===== src/rtl/irq_regs_pkg.sv =====
package irq_regs_pkg;

    localparam int BUS_W      = 32;
    localparam int STRB_W     = BUS_W / 8;

    // word indexes (byte offset / 4)
    localparam int WIDX_STATUS  = 0;
    localparam int WIDX_MASK    = 1;
    localparam int WIDX_ENABLE  = 2;
    localparam int WIDX_DISABLE = 3;
    localparam int WIDX_TRIGGER = 4;

    typedef struct packed {
        logic wr_status;
        logic wr_enable;
        logic wr_disable;
        logic wr_trigger;
        logic rd_status;
        logic rd_mask;
        logic rd_wonly;
    } dec_t;

    function automatic logic full_word(input logic [STRB_W-1:0] strb);
        return &strb;
    endfunction

endpackage


===== src/rtl/irq_bus_decode.sv =====
module irq_bus_decode
    import irq_regs_pkg::*;
#(
    parameter int ADDR_W = 8
) (
    input  logic              bus_sel,
    input  logic              bus_wr,
    input  logic [ADDR_W-1:0] bus_addr,
    input  logic [STRB_W-1:0] bus_strb,
    output dec_t              dec
);
    localparam int IDX_W = ADDR_W - 2;

    logic [IDX_W-1:0] word;
    logic             wr_ok;
    logic             rd_ok;

    assign word  = bus_addr[ADDR_W-1:2];
    assign wr_ok = bus_sel && bus_wr && full_word(bus_strb) && (bus_addr[1:0] == 2'b00);
    assign rd_ok = bus_sel && !bus_wr;

    always_comb begin
        dec            = '0;
        dec.wr_status  = wr_ok && (word == IDX_W'(WIDX_STATUS));
        dec.wr_enable  = wr_ok && (word == IDX_W'(WIDX_ENABLE));
        dec.wr_disable = wr_ok && (word == IDX_W'(WIDX_DISABLE));
        dec.wr_trigger = wr_ok && (word == IDX_W'(WIDX_TRIGGER));
        dec.rd_status  = rd_ok && (word == IDX_W'(WIDX_STATUS));
        dec.rd_mask    = rd_ok && (word == IDX_W'(WIDX_MASK));
        dec.rd_wonly   = rd_ok && ((word == IDX_W'(WIDX_ENABLE)) ||
                                   (word == IDX_W'(WIDX_DISABLE)) ||
                                   (word == IDX_W'(WIDX_TRIGGER)));
    end

endmodule


===== src/rtl/irq_status_reg.sv =====
module irq_status_reg #(
    parameter int NUM_SRC = 10
) (
    input  logic               clk,
    input  logic               rst,
    input  logic [NUM_SRC-1:0] clr_v,
    input  logic [NUM_SRC-1:0] set_v,
    output logic [NUM_SRC-1:0] status
);
    always_ff @(posedge clk) begin
        if (rst) begin
            status <= '0;
        end else begin
            status <= (status & ~clr_v) | set_v;
        end
    end

    AST_W1C_CLEARS: assert property (@(posedge clk) disable iff (rst)
        (|(clr_v & ~set_v)) |=> ((status & $past(clr_v & ~set_v)) == '0));

    AST_SET_WINS: assert property (@(posedge clk) disable iff (rst)
        (|set_v) |=> ((status & $past(set_v)) == $past(set_v)));

endmodule


===== src/rtl/irq_mask_reg.sv =====
module irq_mask_reg #(
    parameter int NUM_SRC = 10
) (
    input  logic               clk,
    input  logic               rst,
    input  logic [NUM_SRC-1:0] en_v,
    input  logic [NUM_SRC-1:0] dis_v,
    output logic [NUM_SRC-1:0] mask
);
    always_ff @(posedge clk) begin
        if (rst) begin
            mask <= '1;
        end else begin
            mask <= (mask & ~en_v) | dis_v;
        end
    end

    AST_ENABLE_CLEARS: assert property (@(posedge clk) disable iff (rst)
        (|en_v) |=> ((mask & $past(en_v)) == '0));

    AST_DISABLE_SETS: assert property (@(posedge clk) disable iff (rst)
        (|dis_v) |=> ((mask & $past(dis_v)) == $past(dis_v)));

    AST_MASK_HOLDS: assert property (@(posedge clk) disable iff (rst)
        (!(|en_v) && !(|dis_v)) |=> $stable(mask));

endmodule


===== src/rtl/irq_reg_bank.sv =====
module irq_reg_bank
    import irq_regs_pkg::*;
#(
    parameter int NUM_SRC = 10,
    parameter int ADDR_W  = 8
) (
    input  logic               clk,
    input  logic               rst,
    input  logic               bus_sel,
    input  logic               bus_wr,
    input  logic [ADDR_W-1:0]  bus_addr,
    input  logic [STRB_W-1:0]  bus_strb,
    input  logic [BUS_W-1:0]   bus_wdata,
    output logic [BUS_W-1:0]   bus_rdata,
    input  logic [NUM_SRC-1:0] hw_event,
    output logic               irq
);
    dec_t               dec;
    logic [NUM_SRC-1:0] wbits;
    logic [NUM_SRC-1:0] clr_v, set_v, en_v, dis_v;
    logic [NUM_SRC-1:0] status, mask;
    logic               unused_wdata_hi;

    assign wbits           = bus_wdata[NUM_SRC-1:0];
    assign unused_wdata_hi = ^bus_wdata[BUS_W-1:NUM_SRC];

    irq_bus_decode #(.ADDR_W(ADDR_W)) u_dec (
        .bus_sel  (bus_sel),
        .bus_wr   (bus_wr),
        .bus_addr (bus_addr),
        .bus_strb (bus_strb),
        .dec      (dec)
    );

    assign clr_v = dec.wr_status  ? wbits : '0;
    assign set_v = (dec.wr_trigger ? wbits : '0) | hw_event;
    assign en_v  = dec.wr_enable  ? wbits : '0;
    assign dis_v = dec.wr_disable ? wbits : '0;

    irq_status_reg #(.NUM_SRC(NUM_SRC)) u_status (
        .clk    (clk),
        .rst    (rst),
        .clr_v  (clr_v),
        .set_v  (set_v),
        .status (status)
    );

    irq_mask_reg #(.NUM_SRC(NUM_SRC)) u_mask (
        .clk   (clk),
        .rst   (rst),
        .en_v  (en_v),
        .dis_v (dis_v),
        .mask  (mask)
    );

    always_comb begin
        bus_rdata = '0;
        if (dec.rd_status) begin
            bus_rdata[NUM_SRC-1:0] = status;
        end else if (dec.rd_mask) begin
            bus_rdata[NUM_SRC-1:0] = mask;
        end
    end

    assign irq = |(status & ~mask);

    AST_WONLY_READ_ZERO: assert property (@(posedge clk) disable iff (rst)
        dec.rd_wonly |-> (bus_rdata == '0));

    AST_MASKED_QUIET: assert property (@(posedge clk) disable iff (rst)
        (&mask) |-> !irq);

endmodule


===== config.mk =====
export PLATFORM = sky130hd
export DESIGN_NAME = irq_reg_bank
export DESIGN_NICKNAME = d
export VERILOG_FILES = /design/src/rtl/irq_regs_pkg.sv /design/src/rtl/irq_bus_decode.sv /design/src/rtl/irq_status_reg.sv /design/src/rtl/irq_mask_reg.sv /design/src/rtl/irq_reg_bank.sv
export SDC_FILE = /design/constraint.sdc
export NUM_CORES = 1
export LEC_CHECK = 0
export CAP_MARGIN = 20
export CORE_MARGIN = 4
export CORE_UTILIZATION = 40
export CTS_CLUSTER_DIAMETER = 30
export DETAILED_ROUTE_END_ITERATION = 16
export HOLD_SLACK_MARGIN = 0.12
export PLACE_DENSITY = 0.87
export SYNTH_ARGS = -nofsm -noshare
export SYNTH_HDL_FRONTEND = slang
export SYNTH_SLANG_ARGS = --single-unit

===== constraint.sdc =====
create_clock -name clk -period 3.9 [get_ports clk]
set_clock_uncertainty 0.1 [all_clocks]
set_input_delay 0.78 -clock clk [delete_from_list [all_inputs] [get_ports clk]]
set_output_delay 0.78 -clock clk [all_outputs]
set_load 0.05 [all_outputs]

==> results.toml <==
[run_status]
status = "finished, final reports clean"

[power]
p_int_w = 0.0003699
swShare_pct = 30.25
p_seq_share_pct = 41.4
ir_drop_v = 0.0003217
p_sw_w = 0.0001604
power_frac_comb_pct = 26.5
clkPwrFrac_pct = 32.1
power_density_nw_per_um2 = 262.9
total_power_w = 0.0005303
power_leakage_nw = 0.8440

[synthesis]
synth_top_family_by_area = "compound AO/OA/AOI/OAI gates"
synth_simple_gate_area_share_pct = 25.46
yosys.area.top_type = "dfxtp_1"
synth_fa_ha_area_share_pct = 0
synth-seq-cells = 20
synth_area_per_cell_sq_um = 8.624
ys_warn_count = 0
synth_area_sq_um = 1440
synth-compound-area-share_pct = 27.19
synth_top_area_share_pct = 27.80
ys_types = 31
synth_xor_area_share_pct = 0
ys_seq_area_share_pct = 27.80
yosys-top-cells-area = "dfxtp_1 28%, buf_4 11%, a221o_1 7.0%"
synthMuxAreaShare_pct = 0.6950
synthCells = 167

[worst_hold_path]
hold_path_depth = 1
min_path_type = "flip-flop to flip-flop"

[sta]
holdWs_ns = 0.4295
hold_viol_final = 0
clock.fmax_mhz = 283.3
rsz0062_at_grt = "no"
setup_viol = 0
min_period_ns = 3.530
worst_slew_margin_rel_pct = 50.81
finalCritPeriodShare_pct = 90.52
drv_slew = 0
finalWorstSetupSlack_ns = 0.3699
tightest_slew_ns = 0.7363
tns_ns = 0

[worst_setup_path]
crit_arrival_ns = 2.65
path_class = "input port to primary output"
start_kind = "input port"
required_ns = 3.02
endpoint_kind = "primary output"
crit_fanout = 9
reg2reg_depth = 1

[floorplan]
core-area_sq_um = 3416
die_w_um = 68
die_h_um = 68
die_area_sq_um = 4624
io_pins = 91
initial_core_util_pct = 42.16
rows = 21

[clocking]
cts_tree = "done"
cts_resized = 0
clock-sinks = 20
clk_latency_ns = 0.30
htreeDepth = 1
cts_hold_buf = 0
post_cts_buffers = 0
path_clk_slew_ns = 0.11
cts-root-buf = "clkbuf_4"
cts-buffers-inserted = 3
cts_buffer_depth = 2

[route]
dr.pass1.iters = 4
wire_per_inst_um = 15.35
wirelength_mm = 3.898
drt_iter0_drc = 135
vias = 1425
via_per_inst = 5.610
ant_nets = 0
drc = 0

[finish]
final.fill_count = 292
layout.nets = 267
final_cell_mix = "36 x clkdlybuf4s50_1, 22 x conb_1, 20 x dfxtp_1"
mostFrequentLayoutCell = "clkdlybuf4s50_1"
area_growth_pct = 40.05
antenna_cells = 0
final_layout_size_suffix_gt1_share_pct = 12.50

[place]
portBuffers = 46
place_ws_ns = 0.3794
dp_hpwl_mm = 2.868
gp_congestion = 0.7643

[grt]
grtUsageTotal_pct = 17.67
grt_max_degree = 32
antenna_found_initial = 0
grt_pass1_vias = 1386
grt_pass1_wl_mm = 6.334
grt_overflow = 0

[run]
cap_violations = 0
## sequential cells by signal, summed over array words and instances, names as in the netlist
signal / flops
u_status.status: 10
u_mask.mask: 10
## metrics by stage
stage	cells	area, sq um	util (%)
after CTS	254	2017	59.05
after global placement	250	1964	57.51
after global routing	254	2017	59.05
after detailed placement	250	1964	57.51
final	254	2017	59.05
after floorplan	188	1519	-
## path summary, 6_finish.rpt
path | from | to | slack, ns
worst min register to register | u_mask.mask[8]$_SDFF_PP1_ | u_mask.mask[8]$_SDFF_PP1_ | 0.43
worst max register to register | u_mask.mask[1]$_SDFF_PP1_ | u_mask.mask[1]$_SDFF_PP1_ | 3.02
worst min-delay path | u_mask.mask[8]$_SDFF_PP1_ | u_mask.mask[8]$_SDFF_PP1_ | 0.43
worst max-delay path | bus_addr[5] | bus_rdata[8] | 0.37
## layer usage
metal | up-vias | wire [um] | GRT usage, %
met1 | 667 | 1503 | 20.63
li1 | 687 | - | -
met3 | 6 | 356 | 3.941
met4 | 0 | 36 | 1.985
met5 | - | 0 | 0
met2 | 65 | 2002 | 33.45
## cell type report
| type | instances | area (sq um) | area share [%] |
|---|---|---|---|
| clock buffer | 3 | 22.52 | 1.117 |
| clock inverter | 1 | 30.03 | 1.489 |
| inverter | 11 | 41.29 | 2.047 |
| multi-input combinational | 121 | 859.6 | 42.62 |
| sequential | 20 | 400.4 | 19.85 |
| tap | 46 | 57.56 | 2.854 |
| timing repair buffer | 52 | 605.6 | 30.02 |
## power groups by stage
stage / Clock, W / Sequential (W) / Combinational (W)
after floorplan: 0 / 0.000223 / 0.000101
after global placement: 0 / 0.000223 / 0.000138
after detailed placement: 0 / 0.000224 / 0.000140
after CTS: 0.000173 / 0.000219 / 0.000140
after global routing: 0.000181 / 0.000221 / 0.000151
final: 0.000170 / 0.000219 / 0.000141
## logic make-up after synthesis
family / after synthesis
simple gates: 54
buf+inv: 47
compound gates: 44
flops: 20
mux: 1
other cells: 1
## cells in the mapped netlist
cell type and count:
a32oi_1 10, dfxtp_1 20, buf_2 7, nor2_1 1
a211o_1 8, buf_1 1, a221o_1 10, o22ai_1 3
a41o_1 2, nand2_1 13, a22oi_1 1, buf_4 22
or2_2 1, nor4_2 1, conb_1 1, nor3_1 1
or4_1 1, nor3_4 1, nor4_4 1, o221ai_1 1
nor3b_1 10, and4_1 1, nand4_1 11, nor2b_1 1
nand3b_2 1, inv_1 11, clkbuf_1 6, mux2i_1 1
nor3b_4 1, a22o_1 9, and3_1 9
## critical path, stage by stage
cell	delay, ns
clkdlybuf4s50_1	0.45
nor4_4	0.34
nand3b_2	0.18
nor3b_4	0.46
a22o_1	0.28
buf_12	0.15
(Power assumes the default switching activity.)
